==> config.mk <==
export PLATFORM = sky130hd
export DESIGN_NAME = peer_doorbell_regs
export DESIGN_NICKNAME = d
export VERILOG_FILES = /design/src/rtl/dbell_pkg.sv /design/src/rtl/dbell_regfile.sv /design/src/rtl/dbell_vec_table.sv /design/src/rtl/dbell_ring.sv /design/src/rtl/peer_doorbell_regs.sv
export SDC_FILE = /design/constraint.sdc
export NUM_CORES = 1
export LEC_CHECK = 0
export ABC_CLOCK_PERIOD_IN_PS = 3300
export CORE_MARGIN = 2
export CORE_UTILIZATION = 50
export DETAILED_ROUTE_END_ITERATION = 6
export PLACE_DENSITY = 0.81
export SLEW_MARGIN = 20
export SYNTH_ARGS = -nofsm -noshare
export SYNTH_HDL_FRONTEND = slang
export SYNTH_SLANG_ARGS = --single-unit
==> constraint.sdc <==
create_clock -name clk -period 3.3 [get_ports clk]
set_input_delay 0.495 -clock clk [delete_from_list [all_inputs] [get_ports clk]]
set_output_delay 0.495 -clock clk [all_outputs]
set_load 0.02 [all_outputs]
==> src/rtl/dbell_pkg.sv <==
package dbell_pkg;
  localparam int unsigned REG_W  = 32;
  localparam int unsigned ADDR_W = 8;
  localparam int unsigned ID_W   = 16;
  localparam int unsigned VEC_W  = 8;

  // word slots decoded from address bits 7:2 on writes
  localparam logic [5:0] SLOT_MASK = 6'd0;
  localparam logic [5:0] SLOT_STAT = 6'd1;
  localparam logic [5:0] SLOT_POS  = 6'd2;
  localparam logic [5:0] SLOT_RING = 6'd3;

  function automatic logic [ID_W-1:0] ring_dest(input logic [REG_W-1:0] w);
    return w[31:16];
  endfunction

  function automatic logic [VEC_W-1:0] ring_vec(input logic [REG_W-1:0] w);
    return w[7:0];
  endfunction

  function automatic logic ring_ok(input logic [ID_W-1:0]  dest,
                                   input logic [VEC_W-1:0] vec,
                                   input logic [ID_W-1:0]  limit,
                                   input logic [VEC_W-1:0] cnt);
    return (dest < limit) && (vec < cnt);
  endfunction
endpackage

==> src/rtl/dbell_regfile.sv <==
module dbell_regfile
  import dbell_pkg::*;
(
  input  logic              clk,
  input  logic              rst_n,
  input  logic              wr,
  input  logic              rd,
  input  logic [ADDR_W-1:0] addr,
  input  logic [REG_W-1:0]  wdata,
  input  logic [ID_W-1:0]   own_id,
  input  logic              msi_mode,
  input  logic              evt,
  output logic [REG_W-1:0]  rdata,
  output logic              ring_wr
);
  logic [REG_W-1:0] mask_q, stat_q, rd_val;
  logic [5:0] wr_slot;
  logic wr_mask_hit, wr_stat_hit, rd_stat_hit, evt_set;

  assign wr_slot     = addr[7:2];
  assign wr_mask_hit = wr && (wr_slot == SLOT_MASK);
  assign wr_stat_hit = wr && (wr_slot == SLOT_STAT);
  assign ring_wr     = wr && (wr_slot == SLOT_RING);
  assign rd_stat_hit = rd && (addr == ADDR_W'(4));
  assign evt_set     = evt && !msi_mode;

  always_comb begin
    rd_val = '0;
    if (rd) begin
      case (addr)
        ADDR_W'(0): rd_val = mask_q;
        ADDR_W'(4): rd_val = stat_q;
        ADDR_W'(8): rd_val = REG_W'(own_id);
        default:    rd_val = '0;
      endcase
    end
  end

  always_ff @(posedge clk) begin
    if (!rst_n) begin
      mask_q <= '0;
      stat_q <= '0;
      rdata  <= '0;
    end else begin
      rdata <= rd_val;
      if (wr_mask_hit) mask_q <= wdata;
      if (evt_set)          stat_q <= REG_W'(1);
      else if (wr_stat_hit) stat_q <= wdata;
      else if (rd_stat_hit) stat_q <= '0;
    end
  end


  mask_store_chk: assert property (@(posedge clk) disable iff (!rst_n)
    wr_mask_hit |=> mask_q == $past(wdata));

  stat_clear_chk: assert property (@(posedge clk) disable iff (!rst_n)
    (rd_stat_hit && !evt_set && !wr_stat_hit) |=> stat_q == '0);

  evt_set_chk: assert property (@(posedge clk) disable iff (!rst_n)
    evt_set |=> stat_q == REG_W'(1));

  msi_hold_chk: assert property (@(posedge clk) disable iff (!rst_n)
    (msi_mode && evt && !wr_stat_hit && !rd_stat_hit) |=> $stable(stat_q));
endmodule

==> src/rtl/dbell_vec_table.sv <==
module dbell_vec_table
  import dbell_pkg::*;
#(
  parameter int unsigned PEERS = 16,
  parameter int unsigned IDX_W = 4
) (
  input  logic             clk,
  input  logic             rst_n,
  input  logic             cfg_we,
  input  logic [IDX_W-1:0] cfg_idx,
  input  logic [VEC_W-1:0] cfg_cnt,
  input  logic [IDX_W-1:0] look_idx,
  output logic [VEC_W-1:0] look_cnt
);
  logic [VEC_W-1:0] cnt_q [PEERS];

  for (genvar g = 0; g < PEERS; g++) begin : g_ent
    always_ff @(posedge clk) begin
      if (!rst_n)                                 cnt_q[g] <= '0;
      else if (cfg_we && cfg_idx == IDX_W'(g))    cnt_q[g] <= cfg_cnt;
    end
  end

  always_comb begin
    look_cnt = '0;
    for (int i = 0; i < PEERS; i++)
      if (look_idx == IDX_W'(i)) look_cnt = cnt_q[i];
  end
endmodule

==> src/rtl/dbell_ring.sv <==
module dbell_ring
  import dbell_pkg::*;
#(
  parameter int unsigned PEERS = 16,
  parameter int unsigned IDX_W = 4,
  parameter int unsigned LIM_W = 5
) (
  input  logic             clk,
  input  logic             rst_n,
  input  logic             ring_wr,
  input  logic [REG_W-1:0] wdata,
  input  logic [LIM_W-1:0] peer_limit,
  output logic [IDX_W-1:0] look_idx,
  input  logic [VEC_W-1:0] look_cnt,
  output logic             ntf_valid,
  output logic [ID_W-1:0]  ntf_peer,
  output logic [VEC_W-1:0] ntf_vec
);
  logic [ID_W-1:0]  dest;
  logic [VEC_W-1:0] vec;
  logic in_tab, ring_go;

  assign dest     = ring_dest(wdata);
  assign vec      = ring_vec(wdata);
  assign look_idx = dest[IDX_W-1:0];
  assign in_tab   = dest < ID_W'(PEERS);
  assign ring_go  = ring_wr && in_tab &&
                    ring_ok(dest, vec, ID_W'(peer_limit), look_cnt);

  always_ff @(posedge clk) begin
    if (!rst_n) begin
      ntf_valid <= 1'b0;
      ntf_peer  <= '0;
      ntf_vec   <= '0;
    end else begin
      ntf_valid <= ring_go;
      if (ring_go) begin
        ntf_peer <= dest;
        ntf_vec  <= vec;
      end
    end
  end


  ring_cause_chk: assert property (@(posedge clk) disable iff (!rst_n)
    ntf_valid |-> $past(ring_wr));

  ring_dest_chk: assert property (@(posedge clk) disable iff (!rst_n)
    ntf_valid |-> (ntf_peer < ID_W'($past(peer_limit))) && (ntf_peer < ID_W'(PEERS)));

  ring_vec_chk: assert property (@(posedge clk) disable iff (!rst_n)
    ntf_valid |-> ntf_vec < $past(look_cnt));
endmodule

==> src/rtl/peer_doorbell_regs.sv <==
module peer_doorbell_regs
  import dbell_pkg::*;
#(
  parameter int unsigned PEERS = 16,
  localparam int unsigned IDX_W = (PEERS > 1) ? $clog2(PEERS) : 1,
  localparam int unsigned LIM_W = $clog2(PEERS + 1)
) (
  input  logic              clk,
  input  logic              rst_n,
  input  logic              bus_wr,
  input  logic              bus_rd,
  input  logic [ADDR_W-1:0] bus_addr,
  input  logic [REG_W-1:0]  bus_wdata,
  output logic [REG_W-1:0]  bus_rdata,
  input  logic [ID_W-1:0]   own_id,
  input  logic              msi_mode,
  input  logic              local_evt,
  input  logic [LIM_W-1:0]  peer_limit,
  input  logic              cfg_we,
  input  logic [IDX_W-1:0]  cfg_peer,
  input  logic [VEC_W-1:0]  cfg_count,
  output logic              ntf_valid,
  output logic [ID_W-1:0]   ntf_peer,
  output logic [VEC_W-1:0]  ntf_vec
);
  logic             ring_wr;
  logic [IDX_W-1:0] look_idx;
  logic [VEC_W-1:0] look_cnt;

  dbell_regfile u_regs (
    .clk(clk), .rst_n(rst_n), .wr(bus_wr), .rd(bus_rd), .addr(bus_addr),
    .wdata(bus_wdata), .own_id(own_id), .msi_mode(msi_mode), .evt(local_evt),
    .rdata(bus_rdata), .ring_wr(ring_wr)
  );

  dbell_vec_table #(.PEERS(PEERS), .IDX_W(IDX_W)) u_table (
    .clk(clk), .rst_n(rst_n), .cfg_we(cfg_we), .cfg_idx(cfg_peer),
    .cfg_cnt(cfg_count), .look_idx(look_idx), .look_cnt(look_cnt)
  );

  dbell_ring #(.PEERS(PEERS), .IDX_W(IDX_W), .LIM_W(LIM_W)) u_ring (
    .clk(clk), .rst_n(rst_n), .ring_wr(ring_wr), .wdata(bus_wdata),
    .peer_limit(peer_limit), .look_idx(look_idx), .look_cnt(look_cnt),
    .ntf_valid(ntf_valid), .ntf_peer(ntf_peer), .ntf_vec(ntf_vec)
  );


  rst_quiet_chk: assert property (@(posedge clk)
    !rst_n |=> !ntf_valid && bus_rdata == '0);
endmodule

==> results of run 1 <==
## worst max-delay path: stages
cell       delay (ns)
clkbuf_4         0.22
buf_4            0.20
inv_4            0.10
buf_12           0.14
buf_4            0.12
mux2i_1          0.19
o21ai_0          0.09
a21oi_1          0.20
o22ai_1          0.12
ha_1             0.31
nand4_1          0.12
or2_4            0.28
a311oi_2         0.27
o2111ai_2        0.22
o211ai_4         0.17
buf_12           0.17
mux2i_1          0.18
## synth_stat cells, types with 5 or more instances
library cell,instances
and2_1,128
edfxtp_1,128
dfxtp_1,121
nor2_1,118
nand2_1,110
a22oi_1,55
a21oi_1,43
clkbuf_1,42
o21ai_0,40
mux2i_1,38
a21boi_0,20
buf_2,20
and3_1,15
a21boi_1,12
inv_1,12
ha_1,11
mux2_2,10
nand2b_1,8
nand3_1,7
nor2b_1,7
a211oi_1,6
nor3_1,6
buf_1,5
nor4_1,5
o22ai_1,5
## power by group
group / switching [W] / leakage, nW / internal [W] / total, W
logic: 0.000359 / 2.67 / 0.000290 / 0.000649
registers: 0.0000447 / 2.20 / 0.00335 / 0.00339
clock network: 0.00113 / 0.364 / 0.00150 / 0.00263
total: 0.00153 / 5.23 / 0.00514 / 0.00668
## cell type report
cell class / count / area [um2]
flip-flops and latches: 249 / 6270
clock inverters: 7 / 33.8
clock buffers: 37 / 722
repair buffers: 231 / 2150
inverters: 14 / 55.1
multi-input cells: 715 / 4490
fillers: 1639 / 7680
well taps: 280 / 350
## routing by layer
metal,GRT usage [%],part of all wire [%],vias up
met5,0,0,-
met4,6.44,2.4,0
met3,4.29,8.4,63
met2,42.2,47,450
met1,36.5,42,4228
li1,-,-,4089
## stage by stage
| step | hold WS, ns | total power, W | worst slack (ns) | util, % |
|---|---|---|---|---|
| after detailed placement | 0.447 | 0.00408 | -0.610 | 60.5 |
| after global placement | 0.441 | 0.00407 | -0.528 | 60.5 |
| after global routing | 0.475 | 0.00687 | 0.00461 | 64.7 |
| final | 0.455 | 0.00668 | 0.140 | 64.7 |
| after floorplan | 0.434 | 0.00374 | 0.0408 | - |
| after CTS | 0.455 | 0.00668 | 0.00667 | 64.1 |
## cells by family (layout without fill, tap and decap cells)
kind of cell,Yosys count,after routing,synth area share (%)
DFF,249,249,56.7
AOI/OAI and AO/OA,225,225,14.1
adders and majority gates,11,11,1.25
and+or+nand+nor,427,427,19.2
muxes,52,52,5.27
buffers and inverters,87,289,3.55
## layout by cell type (no fill, tap or decap), types with 4 or more instances in the layout
cell type          n
nand3_1            6
clkdlybuf4s50_1  131
buf_4             86
nor3_1             5
mux2i_1           38
mux4_2             4
o22ai_1            5
clkbuf_16         26
a21boi_0          20
buf_12             5
nand3b_1           4
nand2_1          109
mux2_2            10
inv_1             12
o21ai_0           36
nor2_1           116
edfxtp_1         128
a211oi_1           6
nor4_1             4
a21boi_1          12
nor2b_1            4
nand2b_1           8
dfxtp_1          121
and3_1            15
clkbuf_1           8
a21oi_1           40
a22oi_1           55
ha_1              11
o211ai_1           4
and2_1           128
a221o_1            4
## state kept, by name (all words and copies together) (netlist names)
register	flops
u_ring.ntf_valid	1
u_ring.ntf_peer	16
u_regs.stat_q	32
u_ring.ntf_vec	8
u_regs.mask_q	32
u_table.cnt_q	128
u_regs.rdata	32
## path summary, 6_finish.rpt
check / end / slack [ns] / cells after the start
setup / recovery: u_ring.ntf_vec[2] / 0.14 / 17
setup reg to reg: u_ring.ntf_vec[2] / 0.17 / 13
hold reg to reg: u_regs.mask_q[17] / 0.46 / 2
hold / removal: u_regs.mask_q[17] / 0.46 / 2
## timing repair
action                                  4_1_cts  5_1_grt
pin swaps                                     1        5
gates resized for setup                       5       18
gates cloned                                  0        1
endpoints found under the hold margin         0        0
endpoints found under the setup margin       24       24
setup buffers                                 0        5
hold buffers                                  0        0
==> flow_summary.toml, run 1 <==
[run_status]
status = "completed"

[clock_network]
path_clk_slew_ns = 0.06
cts_root_buf = "clkbuf_16"
h-tree-depth = 1
clock_path_buffers = 3
cts_sinks = 249
tritoncts = "built"
clk_latency_ns = 0.52
cts_buffers = 25

[synthesis]
yosys.area.top_type = "edfxtp_1"
async_reset_ff_share_pct = 0
postSynthNetCount = 1142
ys_ff_latch = 249
synthTopCellsByArea = "edfxtp_1 (35%), dfxtp_1 (22%), and2_1 (7.2%)"
syn_inst = 1051
yosys.cell_types.count = 71
synth_edf_count = 128
syn_avg_cell_area_um2 = 10.5
synthFlopType = "edfxtp_1"
synth_top_area_share_pct = 34.8
ys_seq_area_share_pct = 56.7
synth_warnings = 0
netlist_area_um2 = 11100

[power]
ir_drop_mv = 0.312
leakage_nw = 5.23
power_density_nw_per_um2 = 474

[sta]
final_max_slew_viol_count = 0
slew_headroom_pct = 34.0
hold_violations = 0
clock_skew_ns = 0.0108
fin_crit_sh_pct = 95.7
worstMarginPinSlew_ns = 0.989
fmaxAchievable_ghz = 0.316
finalSetupViolCount = 0
fin_setup_tns_ns = 0
layout_min_cycle_time_ns = 3.16
rsz0062_at_grt = "false"

[final_layout]
syn_to_final_growth_pct = 27.3
drive_gt1_share_pct = 14.3
fin_nets = 1327
n_antenna_cell = 0
stdcell_area_um2 = 14100
layout.cells.non_filler = 1533

[floorplan]
row_count = 54
die_y_um = 153
start_util_pct = 50.8
dieArea_um2 = 23300
ioPinCount = 137
dieWidth_um = 153
coreArea_um2 = 21800

[global_route]
antenna_found_initial = 0
grt_pass1_wl_mm = 48.4
grt_usage_pct = 26.0
grt_max_degree = 53
overflow = 0
grt_pass1_vias = 8497

[hold_path]
hold_class = "reg -> reg"
hold_start = "u_regs.mask_q[17]"

[setup_path]
path_class = "in -> reg"
critPathLaunch = "bus_wdata[16]"
end_kind = "flip-flop"
crit_fanout = 14
arrival_ns = 3.60
cp.required_ns = 3.74
critPathLaunchType = "primary input"
rr_startpoint = "u_table.cnt_q[0][22]"

[routing]
firstDrtPassIters = 5
drtIter0Drc = 805
vias = 8830
vias_per_cell = 5.76
wl_per_cell_um = 20.3
postRouteAntennaNets = 0
wirelength_mm = 31.1
drc = 0

[place]
hpwlAfterDp_mm = 22.2
place.gp.congestion = 0.951
place_area_um2 = 13200
portBuffers = 136
numPlacedInstances = 1482

[flow_run]
maxCapViolations = 0
Power figures use the tool's default switching activity.
==> run 2: changes to the inputs <==
--- a/config.mk
+++ b/config.mk
@@ -6,7 +6,7 @@
 export NUM_CORES = 1
 export LEC_CHECK = 0
 export ABC_CLOCK_PERIOD_IN_PS = 3300
-export CORE_MARGIN = 2
+export CORE_MARGIN = 3
 export CORE_UTILIZATION = 50
 export DETAILED_ROUTE_END_ITERATION = 6
 export PLACE_DENSITY = 0.81
==> flow_summary.toml, run 2 (synthesized netlist as in run 1, its figures left out) <==
[sta]
fin_setup_tns_ns = 0
final_max_slew_viol_count = 0
slew_headroom_pct = 42.6
fin_crit_sh_pct = 95.3
layout_min_cycle_time_ns = 3.15
finalSetupViolCount = 0
hold_violations = 0
clock_skew_ns = 0.0156
worstMarginPinSlew_ns = 0.859
fmaxAchievable_ghz = 0.318
whs_ns = 0.321
rsz0062_at_grt = "false"

[place]
place_area_um2 = 13200
hpwlAfterDp_mm = 22.0
place.gp.congestion = 0.934
portBuffers = 136
numPlacedInstances = 1482

[setup_path]
critical_path.cell_chain = "mux2i_1 -> o41ai_2 -> buf_4 -> o22ai_2 -> a21oi_2 -> o31ai_2 -> ha_1 -> nand4_1 -> or2_4 -> a311oi_2 -> o2111ai_2 -> o211ai_4 -> clkbuf_16 -> mux2i_1"
cpLargestDelayFamily = "compound AO/OA/AOI/OAI gates"
end_kind = "flip-flop"
cp_slowest_stage_delay_ns = 0.38
arrival_ns = 3.60
rr_startpoint = "u_table.cnt_q[0][7]"
crit_fanout = 6
cp.required_ns = 3.76
crit_top_cell = "mux2i_1"
slowest_stage = "edfxtp_1"
critPathLaunch = "u_table.cnt_q[0][7]"
cp.buffers_inverters = 2
critPathLaunchType = "flip-flop"
path_class = "reg -> reg"

[routing]
vias_per_cell = 5.77
postRouteAntennaNets = 0
drc = 0
wirelength_mm = 31.9
vias = 8870
firstDrtPassIters = 5
wl_per_cell_um = 20.7
drtIter0Drc = 805

[floorplan]
dieWidth_um = 155
dieArea_um2 = 23900
ioPinCount = 137
row_count = 53
coreArea_um2 = 21400
start_util_pct = 51.8
die_y_um = 155

[run_status]
status = "completed"

[power]
leakage_nw = 5.32
power_density_nw_per_um2 = 488
ir_drop_mv = 0.363

[global_route]
overflow = 0
grt_pass1_vias = 8754
grt_pass1_wl_mm = 49.0
antenna_found_initial = 0
grt_max_degree = 65
grt_usage_pct = 26.0

[final_layout]
drive_gt1_share_pct = 15.8
fin_nets = 1333
syn_to_final_growth_pct = 29.1
regMostFlops = "u_table.cnt_q"
n_antenna_cell = 0
final_common_cell = "clkdlybuf4s50_1"
largest_register_ffs = 128
stdcell_area_um2 = 14300
fill_cells = 1606
fin_util_pct = 66.8
layout.cells.non_filler = 1537
mostFrequentLayoutCells = "clkdlybuf4s50_1 (131), and2_1 (128), edfxtp_1 (128), dfxtp_1 (121), nor2_1 (117)"

[flow_run]
maxCapViolations = 0

[clock_network]
clk_latency_ns = 0.52
h-tree-depth = 1
ctsHoldBuffers = 0
cts_sinks = 249
cts_buffers = 26
path_clk_slew_ns = 0.06
tritoncts = "built"
clock_path_buffers = 3
cts_root_buf = "clkbuf_16"

[hold_path]
hold_start = "bus_wdata[19]"
hold_class = "in -> reg"
run 2: path summary, 6_finish.rpt:
kind,to,slack [ns],cells past startpoint
worst max register to register,u_ring.ntf_vec[7],0.15,14
worst min register to register,u_regs.mask_q[8],0.45,2
worst min-delay path,u_ring.ntf_peer[3],0.32,3
worst max-delay path,u_ring.ntf_vec[7],0.15,14
run 2: power by group:
group          total, W  internal, W  switching, W
clock           0.00291      0.00172       0.00119
combinational  0.000668     0.000303      0.000365
sequential      0.00339      0.00335     0.0000433
total           0.00697      0.00537       0.00159
run 2: layer usage:
layer / routed length (um) / vias to the layer above / part of all wire, % / track usage, %
met1: 13200 / 4275 / 42 / 35.7
met5: 0 / - / 0 / 0
met4: 927 / 0 / 2.9 / 8.83
met3: 2750 / 59 / 8.6 / 4.56
met2: 14900 / 416 / 47 / 41.9
li1: - / 4120 / - / -
run 2: metrics by stage:
| step | power, W | worst slack (ns) |
|---|---|---|
| finish | 0.00697 | 0.155 |
| global placement | 0.00408 | -0.699 |
| CTS | 0.00697 | 0.00837 |
| global route | 0.00716 | 0.00520 |
| detailed placement | 0.00409 | -0.710 |
| floorplan | 0.00374 | 0.0408 |
run 2: timing repair:
action | in CTS | in global routing
gates cloned | 1 | 1
setup buffers | 4 | 1
gates resized for setup | 13 | 19
endpoints found under the setup margin | 24 | 24
pin swaps | 3 | 7
run 2: worst min-delay path: cells and delay by family:
| family | cells | cell delay, ns |
|---|---|---|
| buffers and inverters | 1 | 0.16 |
| muxes | 1 | 0.06 |
| and+or+nand+nor | 1 | 0.09 |
run 2: cell type report:
cell class / instances / area [um2] / share of cell area, %
clock inverters: 8 / 71.3 / 0.500
well taps: 275 / 344 / 2.41
flip-flops and latches: 249 / 6270 / 43.9
repair buffers: 236 / 2240 / 15.7
inverters: 14 / 56.3 / 0.395
clock buffers: 40 / 785 / 5.50
multi-input cells: 715 / 4510 / 31.6
==> run 3: changes to the inputs <==
--- a/config.mk
+++ b/config.mk
@@ -5,11 +5,11 @@
 export SDC_FILE = /design/constraint.sdc
 export NUM_CORES = 1
 export LEC_CHECK = 0
-export ABC_CLOCK_PERIOD_IN_PS = 3300
+export ABC_CLOCK_PERIOD_IN_PS = 3210
 export CORE_MARGIN = 3
-export CORE_UTILIZATION = 50
+export CORE_UTILIZATION = 56
 export DETAILED_ROUTE_END_ITERATION = 6
-export PLACE_DENSITY = 0.81
+export PLACE_DENSITY = 0.85
 export SLEW_MARGIN = 20
 export SYNTH_ARGS = -nofsm -noshare
 export SYNTH_HDL_FRONTEND = slang
==> constraint.sdc (replaced) <==
create_clock -name clk -period 3.21 [get_ports clk]
set_input_delay 0.4815 -clock clk [delete_from_list [all_inputs] [get_ports clk]]
set_output_delay 0.4815 -clock clk [all_outputs]
set_load 0.02 [all_outputs]
==> flow_summary.toml, run 3 (synthesized netlist as in run 1, its figures left out) <==
[setup_path]
critPathLaunchType = "flip-flop"
cp_slowest_stage_delay_ns = 0.52
arrival_ns = 3.61
rr_worst_depth = 14
critPathLaunch = "u_table.cnt_q[0][18]"
slowest_stage = "mux4_2"
cp.required_ns = 3.67
end_kind = "flip-flop"
cp-endpoint = "u_ring.ntf_peer[2]"
r2r_end = "u_ring.ntf_peer[2]"
cpLargestDelayFamily = "compound AO/OA/AOI/OAI gates"
regToRegSetupSlack_ns = 0.06
rr_startpoint = "u_table.cnt_q[0][18]"
path_class = "reg -> reg"
critical_path.cell_chain = "mux4_2 -> nor2_4 -> a211oi_2 -> a311oi_1 -> o21ai_1 -> o21ai_1 -> ha_1 -> nand2_1 -> or2_4 -> a311oi_2 -> o2111ai_2 -> o211ai_4 -> clkbuf_16 -> mux2i_1"
crit_fanout = 6
worst-path-stages = 14
crit_top_cell = "o21ai_1"
cp.buffers_inverters = 1

[place]
place.gp.congestion = 0.951
numPlacedInstances = 1457
hpwlAfterDp_mm = 21.2
pre_cts_slack_ns = -0.677
portBuffers = 136

[clock_network]
clock_path_buffers = 3
tritoncts = "built"
cts_root_buf = "clkbuf_16"
path_clk_slew_ns = 0.06
ctsHoldBuffers = 0
cts_sinks = 249
h-tree-depth = 1
cts_buffers = 26
clk_latency_ns = 0.53

[sta]
clock_skew_ns = 0.0168
layout_min_cycle_time_ns = 3.15
worstMarginPinSlew_ns = 0.763
fin_crit_sh_pct = 98.2
rsz0062_at_grt = "true"
fin_setup_tns_ns = 0
final_max_slew_viol_count = 0
finalSetupViolCount = 0
hold_violations = 0
slew_headroom_pct = 49.0
fmaxAchievable_ghz = 0.317
setup_slack_ns = 0.0562

[global_route]
antenna_found_initial = 0
grt_pass1_vias = 8680
grt_usage_pct = 27.9
grt_pass1_wl_mm = 48.1
grt_max_degree = 70
overflow = 0

[routing]
drtIter0Drc = 885
postRouteAntennaNets = 0
wl_per_cell_um = 20.4
firstDrtPassIters = 6
drc = 0
wirelength_mm = 30.8
vias_per_cell = 5.88
vias = 8881

[final_layout]
multiInputGateArea_um2 = 4520
n_antenna_cell = 0
final_common_cell = "clkdlybuf4s50_1"
drive_gt1_share_pct = 15.0
fill_cells = 1309
layout.cells.non_filler = 1510
fin_nets = 1322
regMostFlops = "u_table.cnt_q"
register_area_um2 = 6270
mostFrequentLayoutCells = "clkdlybuf4s50_1 (131), and2_1 (128), edfxtp_1 (128), dfxtp_1 (121), nor2_1 (116)"
largest_register_ffs = 128
syn_to_final_growth_pct = 27.2

[floorplan]
die_y_um = 147
coreArea_um2 = 19000
dieWidth_um = 147
dieArea_um2 = 21500
ioPinCount = 137
row_count = 50
start_util_pct = 58.1

[flow_run]
maxCapViolations = 0

[run_status]
status = "completed"

[power]
ir_drop_mv = 0.429
leakage_nw = 5.23
power_density_nw_per_um2 = 493

[hold_path]
hold_class = "reg -> reg"
## run 3: what timing repair did
action | 4_1_cts | 5_1_grt
endpoints found under the setup margin | 24 | 25
cloned | 0 | 3
buffers inserted | 0 | 3
gates resized for setup | 8 | 24
pin swaps | 1 | 10
## run 3: tightest hold or removal path, cell delays in order (launching register included)
cell      delay (ns)
dfxtp_1         0.31
nand2_1         0.05
a21boi_1        0.05
## run 3: layout make-up
| type | count | area share, % |
|---|---|---|
| clock buffers | 33 | 5.12 |
| clock inverters | 14 | 0.498 |
| inverters | 14 | 0.374 |
| multi-input cells | 715 | 32.1 |
| flip-flops and latches | 249 | 44.6 |
| well taps | 260 | 2.31 |
| repair buffers | 225 | 15.0 |
## run 3: routing by layer
metal | wire (um) | track usage, %
met1 | 12400 | 39.2
met2 | 14200 | 44.2
met3 | 3230 | 4.66
met4 | 998 | 9.69
met5 | 0 | 0
## run 3: worst min path at each step
stage | from | endpoint | depth (start not counted)
global route | u_regs.mask_q[11] | u_regs.mask_q[11] | 2
CTS | u_regs.mask_q[16] | u_regs.mask_q[16] | 2
finish | u_regs.mask_q[17] | u_regs.mask_q[17] | 2
detailed placement | u_regs.mask_q[14] | u_regs.mask_q[14] | 2
floorplan | u_regs.mask_q[10] | u_regs.mask_q[10] | 2
global placement | u_regs.mask_q[15] | u_regs.mask_q[15] | 2
## run 3: where the power goes
part | internal [W] | switching, W | leakage [nW] | total [W]
registers | 0.00344 | 0.0000463 | 2.20 | 0.00349
clock network | 0.00158 | 0.00119 | 0.395 | 0.00277
logic | 0.000300 | 0.000370 | 2.63 | 0.000670
## run 3: per-stage QoR
| stage | util (%) | instance area [um2] | power [W] | hold WS [ns] |
|---|---|---|---|---|
| 3_3_place_gp | 68.8 | 13100 | 0.00417 | 0.440 |
| 2_1_floorplan | - | 11100 | 0.00385 | 0.434 |
| 6_report | 73.9 | 14100 | 0.00693 | 0.451 |
| 3_5_place_dp | 68.8 | 13100 | 0.00419 | 0.446 |
| 4_1_cts | 73.1 | 13900 | 0.00692 | 0.453 |
| 5_1_grt | 73.9 | 14100 | 0.00715 | 0.473 |
